## src/rtl/rx_poll_pkg.sv

```systemverilog
`timescale 1ns/1ps
package rx_poll_pkg;

    typedef enum logic [1:0] {
        M_SLEEP = 2'd0,
        M_START = 2'd1,
        M_CHECK = 2'd2,
        M_RECV  = 2'd3
    } rxp_mode_e;

    // shortest accepted half-bit interval for a baud-range code
    function automatic int unsigned hb_lo(input int unsigned base, input logic [1:0] sel);
        return base << sel;
    endfunction

    // longest accepted half-bit interval for a baud-range code
    function automatic int unsigned hb_hi(input int unsigned base, input logic [1:0] sel);
        return 2 * (base << sel);
    endfunction

endpackage

```

## src/rtl/rx_poll_sleep.sv

```systemverilog
`timescale 1ns/1ps
module rx_poll_sleep #(
    parameter int SLEEP_UNIT = 1024
) (
    input  logic       clk,
    input  logic       rst,
    input  logic       tick,
    input  logic       run,
    input  logic [4:0] sleep_word,
    input  logic       xsleep,
    output logic       done
);
    localparam int CNT_W = $clog2(31 * 8 * SLEEP_UNIT + 1);

    typedef struct packed {
        logic [CNT_W-1:0] cnt;
    } slp_t;

    slp_t             s_q, s_d;
    logic [4:0]       w_eff;
    logic [CNT_W-1:0] target;

    always_comb begin
        w_eff  = (sleep_word == 5'd0) ? 5'd1 : sleep_word;
        target = CNT_W'(w_eff) * CNT_W'(xsleep ? 8 : 1) * CNT_W'(SLEEP_UNIT);
        done   = run && tick && (s_q.cnt == target - CNT_W'(1));
        s_d    = s_q;
        if (!run)
            s_d.cnt = '0;
        else if (tick)
            s_d.cnt = done ? '0 : s_q.cnt + CNT_W'(1);
    end

    always_ff @(posedge clk) begin
        if (rst) s_q.cnt <= '0;
        else     s_q <= s_d;
    end

    // the sleep count never passes the programmed length
    a_r2_cnt_below: assert property (@(posedge clk) disable iff (rst)
        run |-> (s_q.cnt < target));

    // no tick, no progress
    a_r9_frozen: assert property (@(posedge clk) disable iff (rst)
        (run && !tick) |=> $stable(s_q.cnt));

endmodule

```

## src/rtl/rx_poll_bitchk.sv

```systemverilog
`timescale 1ns/1ps
module rx_poll_bitchk
    import rx_poll_pkg::*;
#(
    parameter int HB_BASE = 4,
    parameter int NB_W    = 4
) (
    input  logic            clk,
    input  logic            rst,
    input  logic            tick,
    input  logic            run,
    input  logic            data_in,
    input  logic [1:0]      baud_sel,
    input  logic [NB_W-1:0] nbits,
    output logic            pass,
    output logic            fail
);
    localparam int IVL_W = $clog2(4 * (HB_BASE << 3) + 1);

    typedef struct packed {
        logic             prev;
        logic             seen;
        logic [IVL_W-1:0] ivl;
        logic [NB_W:0]    good;
    } chk_t;

    chk_t             s_q, s_d;
    logic [IVL_W-1:0] lo, hi, tmo;
    logic [NB_W:0]    need;
    logic             edge_hit, in_win;

    always_comb begin
        lo       = IVL_W'(hb_lo(HB_BASE, baud_sel));
        hi       = IVL_W'(hb_hi(HB_BASE, baud_sel));
        tmo      = IVL_W'(2 * hb_hi(HB_BASE, baud_sel));
        need     = (nbits == '0) ? (NB_W+1)'(1) : {1'b0, nbits};
        edge_hit = tick && (data_in != s_q.prev);
        in_win   = (s_q.ivl >= lo) && (s_q.ivl <= hi);
        pass     = 1'b0;
        fail     = 1'b0;
        s_d      = s_q;
        if (tick) s_d.prev = data_in;
        if (!run) begin
            s_d.seen = 1'b0;
            s_d.ivl  = IVL_W'(1);
            s_d.good = '0;
        end else if (tick) begin
            if (edge_hit) begin
                s_d.seen = 1'b1;
                s_d.ivl  = IVL_W'(1);
                if (s_q.seen) begin
                    if (in_win) begin
                        s_d.good = s_q.good + (NB_W+1)'(1);
                        if (s_q.good + (NB_W+1)'(1) == need) pass = 1'b1;
                    end else begin
                        fail = 1'b1;
                    end
                end
            end else if (s_q.ivl >= tmo) begin
                fail = 1'b1;
            end else begin
                s_d.ivl = s_q.ivl + IVL_W'(1);
            end
        end
    end

    always_ff @(posedge clk) begin
        if (rst) begin
            s_q.prev <= 1'b0;
            s_q.seen <= 1'b0;
            s_q.ivl  <= IVL_W'(1);
            s_q.good <= '0;
        end else begin
            s_q <= s_d;
        end
    end

    // the interval timer never runs past the timeout
    a_r6_ivl_cap: assert property (@(posedge clk) disable iff (rst)
        run |-> (s_q.ivl <= tmo));

    // one verdict at a time
    a_r5_one_verdict: assert property (@(posedge clk) disable iff (rst)
        $onehot0({pass, fail}));

    // good count stays short of the target while checking
    a_r4_good_short: assert property (@(posedge clk) disable iff (rst)
        run |-> (s_q.good < need));

endmodule

```

## src/rtl/rx_poll_ctrl.sv

```systemverilog
`timescale 1ns/1ps
module rx_poll_ctrl
    import rx_poll_pkg::*;
#(
    parameter int SLEEP_UNIT    = 1024,
    parameter int STARTUP_TICKS = 64,
    parameter int HB_BASE       = 4
) (
    input  logic       clk,
    input  logic       rst,
    input  logic       tick,
    input  logic       demod_in,
    input  logic [4:0] cfg_sleep,
    input  logic       cfg_xsleep,
    input  logic [1:0] cfg_baud,
    input  logic [3:0] cfg_nbits,
    input  logic       off_cmd,
    output logic       path_en,
    output logic       rx_active,
    output logic       data_out
);
    localparam int SU_W = $clog2(STARTUP_TICKS + 1);

    typedef struct packed {
        rxp_mode_e       mode;
        logic [SU_W-1:0] su;
    } ctl_t;

    ctl_t s_q, s_d;
    logic slp_done, chk_pass, chk_fail;

    rx_poll_sleep #(.SLEEP_UNIT(SLEEP_UNIT)) u_sleep (
        .clk        (clk),
        .rst        (rst),
        .tick       (tick),
        .run        (s_q.mode == M_SLEEP),
        .sleep_word (cfg_sleep),
        .xsleep     (cfg_xsleep),
        .done       (slp_done)
    );

    rx_poll_bitchk #(.HB_BASE(HB_BASE), .NB_W(4)) u_chk (
        .clk      (clk),
        .rst      (rst),
        .tick     (tick),
        .run      (s_q.mode == M_CHECK),
        .data_in  (demod_in),
        .baud_sel (cfg_baud),
        .nbits    (cfg_nbits),
        .pass     (chk_pass),
        .fail     (chk_fail)
    );

    always_comb begin
        s_d = s_q;
        unique case (s_q.mode)
            M_SLEEP: if (slp_done) begin
                s_d.mode = M_START;
                s_d.su   = '0;
            end
            M_START: if (tick) begin
                if (s_q.su == SU_W'(STARTUP_TICKS - 1)) begin
                    s_d.mode = M_CHECK;
                    s_d.su   = '0;
                end else begin
                    s_d.su = s_q.su + SU_W'(1);
                end
            end
            M_CHECK: begin
                if (chk_pass)      s_d.mode = M_RECV;
                else if (chk_fail) s_d.mode = M_SLEEP;
            end
            M_RECV: if (off_cmd) s_d.mode = M_SLEEP;
            default: s_d.mode = M_SLEEP;
        endcase
    end

    always_ff @(posedge clk) begin
        if (rst) begin
            s_q.mode <= M_SLEEP;
            s_q.su   <= '0;
        end else begin
            s_q <= s_d;
        end
    end

    assign path_en   = (s_q.mode != M_SLEEP);
    assign rx_active = (s_q.mode == M_RECV);
    assign data_out  = rx_active & demod_in;

    // reset lands in sleep
    a_r1_reset_sleep: assert property (@(posedge clk)
        rst |=> (s_q.mode == M_SLEEP));

    // start-up leaves only towards bit-check
    a_r3_start_exit: assert property (@(posedge clk) disable iff (rst)
        (s_q.mode == M_START) |=> (s_q.mode == M_START || s_q.mode == M_CHECK));

    // settling counter in range
    a_r3_su_bound: assert property (@(posedge clk) disable iff (rst)
        s_q.su < SU_W'(STARTUP_TICKS));

    // receive is only ever entered from bit-check
    a_r4_recv_from_check: assert property (@(posedge clk) disable iff (rst)
        (s_q.mode == M_RECV && $past(s_q.mode) != M_RECV) |-> ($past(s_q.mode) == M_CHECK));

    // off request while receiving returns to sleep
    a_r8_off_sleep: assert property (@(posedge clk) disable iff (rst)
        (s_q.mode == M_RECV && off_cmd) |=> (s_q.mode == M_SLEEP));

endmodule

```

## config.mk

```make
export PLATFORM = sky130hd
export DESIGN_NAME = rx_poll_ctrl
export DESIGN_NICKNAME = d
export VERILOG_FILES = /design/src/rtl/rx_poll_pkg.sv /design/src/rtl/rx_poll_sleep.sv /design/src/rtl/rx_poll_bitchk.sv /design/src/rtl/rx_poll_ctrl.sv
export SDC_FILE = /design/constraint.sdc
export NUM_CORES = 1
export LEC_CHECK = 0
export ABC_AREA = 1
export BUFFER_PORTS_ARGS = -buffer_cell sky130_fd_sc_hd__buf_2
export CORE_ASPECT_RATIO = 1.25
export CORE_MARGIN = 2
export CORE_UTILIZATION = 63
export CTS_BUF_LIST = sky130_fd_sc_hd__clkbuf_4
export DETAILED_ROUTE_END_ITERATION = 8
export PLACE_DENSITY = 0.82
export SYNTH_ARGS = -nofsm -noshare
export SYNTH_HDL_FRONTEND = slang
export SYNTH_HIERARCHICAL = 1
export SYNTH_SLANG_ARGS = --single-unit
```

## constraint.sdc

```tcl
create_clock -name clk -period 3.9 [get_ports clk]
set_input_delay 0.78 -clock clk [delete_from_list [all_inputs] [get_ports clk]]
set_output_delay 0.78 -clock clk [all_outputs]
set_load 0.02 [all_outputs]
```

==> impl_results.md, run 1 <==
* CP Launch Type: primary input
* Sum of negative setup slack at 0 ns
* CTS Hold Bufs at 0
* H-Tree Depth at 2
* Min-delay src: s_q[0]
* VDD IR max at 0.000167 V
* PD cells at 295 mW/mm^2
* Status: complete, no violations
* Post CTS Setup Buffer Count at 0
* FF-to-FF setup slack at 1.59 ns
* Crit path DAT at 3.44 ns
* Antenna viol nets, final at 0
* Max transition margin at 75.3%
* Hold Worst Slack at 0.508 ns
* CTS sink cnt at 42
* Vias in the first global route at 2833
* Post-CTS Resized at 0
* Row Count at 29
* Gr usage total at 24.8%
* Worst-Skew Late Latency at 0.34 ns
* Worst reg2reg path depth at 14
* Commonest non-fill, non-tap cell in the layout: nand2_1
* DIE AREA at 0.00570 sq mm
* Initial antenna violation count at 0
* Reg-to-reg endpoint: s_q[6]
* Synth Register Bits at 42
* Most frequent cells in the layout: nand2_1 (140), inv_1 (79), nor2_1 (69), dfxtp_1 (42), nand3_1 (36)
* Finished Layout Cells at 594
* Max-slew violations at 0
* Hold Crit Class: reg -> reg
* Gate Count Post-Synth at 507
* Vias per cell at 5.08
* HPWL after detailed placement at 5250 um
* RSZ-0062 raised after global routing: false
* Non-Filler Cell Area, Final at 0.00342 sq mm
* Syn nets at 547
* Dominant cell type by area after synthesis: dfxtp_1
* DR pass1 iterations at 5
* Critical Path, Cell by Cell: buf_2 -> nor2_1 -> nand2_1 -> a21oi_1 -> ha_1 -> ha_1 -> inv_1 -> fa_1 -> nand4_1 -> inv_1 -> nand2_1 -> a21oi_1 -> nand3_1 -> a21oi_1 -> nand2_2 -> o21ai_4 -> nand2_1 -> o21ai_0 -> inv_1
* Worst-path fanout max at 10
* Global route total overflow at 0
* Final setup viols at 0
* Critical Path RT at 4.15 ns
* Root buf cell: clkbuf_4
* CTS tree: yes
* Die width at 67.9 um
* Placed instance area at 0.00337 sq mm
* Synth cell types at 34
* Longest Clk Path Bufs at 2
* Number of nets in the layout at 571
* Crit. End Element: flip-flop
* Placed instance count at 586
* Clock skew at 0.0134 ns
* Initial DRC count at 152
* Buffers and inverters on the worst path at 4
* Die Y at 83.9 um
* CTS clk-pin slew, worst paths at 0.12 ns
* CP Class: in -> reg
* Port Buf Inserts at 19
* Min cycle time layout at 3.19 ns
* DRC viols at 0
* Wire per inst at 10.9 um
* Ranking of synthesized cells by area: dfxtp_1 (26%), nand2_1 (16%), inv_1 (9.2%)
* Max Freq at 0.314 GHz
* IO Count at 20
* Largest net degree at the start of global routing at 15
* CP top delay family: adder cells
* Syn_area_per_cell at 6.34 sq um
* Min-Delay Endpoint: s_q[0]
* Fin. Hold Viols at 0
* Placer Congestion at 0.813
* YS warnings at 6
* Mapped Area at 0.00322 sq mm
* Lkg Pwr at 1.70 nW
* Filler instances at 451
* Final Cycle Share at 81.7%
* Yosys top cell area share at 26.1%
* Core ar. at 0.00501 sq mm
* Post-Route WL at 6490 um
* Layout cell share with drive strength beyond 1 at 9.77%
* CP max stage delay at 0.54 ns
* Max Cap Violations at 0
* Starting density of the core at 64.2%
* WHS Path Cells at 2
* Layout Area Growth over Synthesis at 6.46%
* FF-to-FF Start: u_sleep/s_q[0]
* Seq/Total Area, Yosys at 26.1%
* Antenna Diode Count at 0
* Slew at the pin closest to its max-slew limit at 0.370 ns
* Fin util at 68.4%
* First-pass GRT wire length at 11300 um
* DR vias at 3016
* Num CTS Buffers at 5
* Slowest cell on crit path: fa_1
[Yosys cell counts (all sizes together)]
cell / n
a211oi: 2
a21oi: 22
and3: 2
buf: 2
clkinv: 2
dfxtp: 42
fa: 1
ha: 22
inv: 81
nand2: 149
nand3: 39
nand3b: 6
nand4: 13
nor2: 76
nor3: 9
nor3b: 1
o21ai: 14
or2: 3
xnor2: 8
xor2: 13
[report_power, final]
group          internal, W  switching (W)
registers         0.000449      0.0000245
logic             0.000102       0.000226
clock network    0.0000749       0.000132
[worst max-delay path by stage]
stage	startpoint	end	slack, ns	depth (start not counted)
detailed placement	cfg_sleep[2]	s_q[3]	0.39	19
global route	cfg_sleep[2]	s_q[8]	0.28	25
global placement	cfg_sleep[2]	s_q[1]	0.51	17
floorplan	cfg_xsleep	s_q[6]	0.65	16
finish	cfg_sleep[2]	s_q[6]	0.71	19
CTS	cfg_sleep[2]	s_q[3]	0.76	19
[logic make-up after synthesis]
family / after synthesis / synth area share [%]
AND/OR/NAND/NOR: 298 / 42.0
buffers and inverters: 85 / 10.4
flip-flops: 42 / 26.1
AO/OA/AOI/OAI: 38 / 6.54
adder cells (fa/ha/maj): 23 / 9.18
XOR/XNOR: 21 / 5.72
[sequential cells by signal (all words and copies together) (netlist names)]
register,flops
s_q,9
u_chk/s_q,15
u_sleep/s_q,18
[metal layers]
layer | vias up | GRT usage [%] | share of wire (%)
met5 | - | 0 | 0
met4 | 0 | 7.27 | 0.75
met3 | 4 | 3.91 | 2.8
met2 | 47 | 47.1 | 55
met1 | 1325 | 27.0 | 41
li1 | 1640 | - | -
[final cells by class]
cell class	instances	area [sq um]	area share, %
repair buffers	19	95.1	2.78
clock buffers	6	45.0	1.32
flip-flops and latches	42	841	24.6
inverters	83	315	9.21
multi-input cells	380	2040	59.6
clock inverters	2	8.76	0.256
well taps	62	77.6	2.27
[tightest hold or removal path, stage by stage (launching register included)]
cell and delay (ns):
dfxtp_1 0.36, nand2_1 0.07, a21oi_1 0.05
[through the flow]
stage                     total power (W)  worst slack (ns)
after floorplan                  0.000734             0.650
after global placement           0.000802             0.510
after detailed placement         0.000809             0.387
after CTS                         0.00102             0.759
after global routing              0.00109             0.279
final                             0.00101             0.713
No activity file was read; power rests on OpenSTA's default activity.
==> run 2, diff against run 1 <==
Settings changed: ABC_AREA 1 to 0.
Clock period 3.9 ns to 3.2 ns, I/O delays scaled along.
==> run 2 against run 1 <==
The run now ends with setup timing left. First-iteration DRC count shrank 3.9%. Register-to-register slack got worse by 1.2 ns. Critical endpoint is now s_q[1]. Non-clock buffer count increased by 46. Clock-buffer cell count stayed put. Highest routed layer unchanged. Synthesized cell count is 26% lower.
==> impl_results.md, run 2 <==
* H-Tree Depth at 2
* Finished Layout Cells at 492
* Non-Filler Cell Area, Final at 0.00382 sq mm
* Post-synth EDFFs at 0
* IO Count at 20
* Slew at the pin closest to its max-slew limit at 0.785 ns
* Root buf cell: clkbuf_4
* Hold Worst Slack at 0.456 ns
* Row Count at 29
* Mapped Area at 0.00319 sq mm
* Longest Clk Path Bufs at 2
* CTS clk-pin slew, worst paths at 0.12 ns
* Dominant cell type by area after synthesis: dfxtp_1
* Placed instance count at 477
* VDD IR max at 0.000354 V
* Syn_area_per_cell at 8.56 sq um
* Max Freq at 0.245 GHz
* Async SR Flop Fraction at 0%
* Antenna viol nets, final at 0
* Placer Congestion at 0.838
* Fin util at 76.9%
* Largest family of logic cells by synthesized area: simple AND/OR/NAND/NOR gates
* Layout cell share with drive strength beyond 1 at 26.3%
* Top Registers: u_sleep/s_q: 18 flops, u_chk/s_q: 15 flops, s_q: 9 flops
* Xor and xnor area share after synthesis at 11.2%
* PD cells at 269 mW/mm^2
* Seq/Total Area, Yosys at 26.3%
* Post-Synth Simple-Gate Area at 28.4%
* Yosys top cell area share at 26.3%
* Most frequent cells in the layout: buf_4 (42), dfxtp_1 (42), nor2_1 (26), nand2_1 (22), nor3_1 (21)
* Critical Path RT at 3.47 ns
* Synth Register Bits at 42
* Post-route setup slack at -0.882 ns
* Die Y at 83.6 um
* Post-Route WL at 7870 um
* Core ar. at 0.00497 sq mm
* CP Class: in -> reg
* Vias per cell at 6.06
* RSZ-0062 raised after global routing: true
* Layout Area Growth over Synthesis at 19.6%
* Global route total overflow at 0
* Synth cell types at 69
* Antenna Diode Count at 0
* Failing checks: setup timing
* Compound-cell area share of the yosys netlist at 18.6%
* Number of nets in the layout at 469
* First-pass GRT wire length at 13100 um
* Max-slew violations at 0
* Num CTS Buffers at 5
* Hold Crit Class: reg -> reg
* CTS sink cnt at 42
* Wire per inst at 16.0 um
* Starting density of the core at 64.3%
* Final Cycle Share at 128%
* Status: finished, violations left
* Crit. End Element: flip-flop
* Clock skew at 0.00758 ns
* Synth Area in Adders at 9.24%
* Count leader, synth: dfxtp_1
* CTS tree: yes
* Final setup viols at 22
* FF-to-FF setup slack at 0.43 ns
* Die width at 67.7 um
* Min cycle time layout at 4.08 ns
* Port Buf Inserts at 19
* Ys flop type: dfxtp_1
* Ranking of synthesized cells by area: dfxtp_1 (26%), ha_1 (8.6%), xor2_1 (5.5%)
* DIE AREA at 0.00566 sq mm
* YS warnings at 6
* Largest net degree at the start of global routing at 22
* Post-synthesis mux area share at 0.940%
* Vias in the first global route at 3051
* Crit path DAT at 4.36 ns
* HPWL after detailed placement at 5620 um
* DR vias at 2981
* Worst-path fanout max at 5
* CTS Hold Bufs at 0
* Largest reg by FF count: u_sleep/s_q
* Worst-Skew Late Latency at 0.35 ns
* Fin. Hold Viols at 0
* DR pass1 iterations at 4
* Initial DRC count at 146
* Gr usage total at 29.5%
* Filler instances at 353
* Max transition margin at 47.6%
* Syn nets at 413
* Max reg flops at 18
* CP Launch Type: primary input
* Pre-CTS setup slack at -1.40 ns
* Top post-synthesis cells by count: dfxtp_1 (42), nor2_1 (27), nand2_1 (23), ha_1 (22), nor3_1 (21)
* DRC viols at 0
* Gate Count Post-Synth at 373
* Initial antenna violation count at 0
* Placed instance area at 0.00360 sq mm
* Max Cap Violations at 0
* Lkg Pwr at 1.49 nW
## run 2: critical path, stage by stage
cell and delay [ns]:
buf_6 0.10, nor4_4 0.30, nor2_2 0.07, nor2b_1 0.13, ha_2 0.20, ha_4 0.13, inv_2 0.03, fa_1 0.53
or3b_4 0.43, nor4_4 0.29, o2bb2ai_2 0.16, o21ai_1 0.12, nand2_2 0.08, nor4b_4 0.26, mux2i_4 0.14, buf_6 0.15
or3b_4 0.36, a221oi_2 0.21
## run 2: cell type report
class                      instances  area (sq um)  share of cell area [%]
timing repair buffer              65           472                    12.3
inverter                          12          45.0                    1.18
sequential                        42           841                    22.0
clock buffer                       6          45.0                    1.18
tap                               62          77.6                    2.03
multi-input combinational        303          2330                    61.0
clock inverter                     2          8.76                   0.229
## run 2: power by group
group | total [W] | internal [W] | switching [W]
Combinational | 0.000238 | 0.000115 | 0.000123
Clock | 0.000259 | 0.0000912 | 0.000168
Sequential | 0.000531 | 0.000527 | 0.00000447
Total | 0.00103 | 0.000734 | 0.000295
## run 2: metrics by stage
stage	total power, W	TNS [ns]
2_1_floorplan	0.000684	-13.66
3_5_place_dp	0.000758	-20.77
6_report	0.00103	-10.84
3_3_place_gp	0.000749	-16.64
4_1_cts	0.00103	-9.34
5_1_grt	0.00108	-12.67
## run 2: worst paths after layout
path	depth (start not counted)	startpoint	to
worst max-delay path	18	cfg_sleep[2]	s_q[1]
worst min-delay path	2	s_q[6]	s_q[6]
worst max register to register	9	u_sleep/s_q[1]	s_q[1]
worst min register to register	2	s_q[6]	s_q[6]
## run 2: routing by layer
layer,track usage [%],share of wire [%]
met1,32.2,41
met2,54.9,55
met3,4.45,2.8
met4,10.6,1.6
met5,0,0
## run 2: repair_timing
action,in CTS,in global routing
setup buffers,6,1
pin swaps,11,3
cloned,1,0
endpoints found under the setup margin,22,22
endpoints found under the hold margin,0,0
resized for setup,23,3
## run 2: cell families after synthesis
| group | count (synthesis) |
|---|---|
| AOI/OAI and AO/OA | 75 |
| xor gates and xnor gates | 40 |
| adders and majority gates | 23 |
| buffers and inverters | 28 |
| DFF | 42 |
| muxes | 3 |
| and+or+nand+nor | 162 |
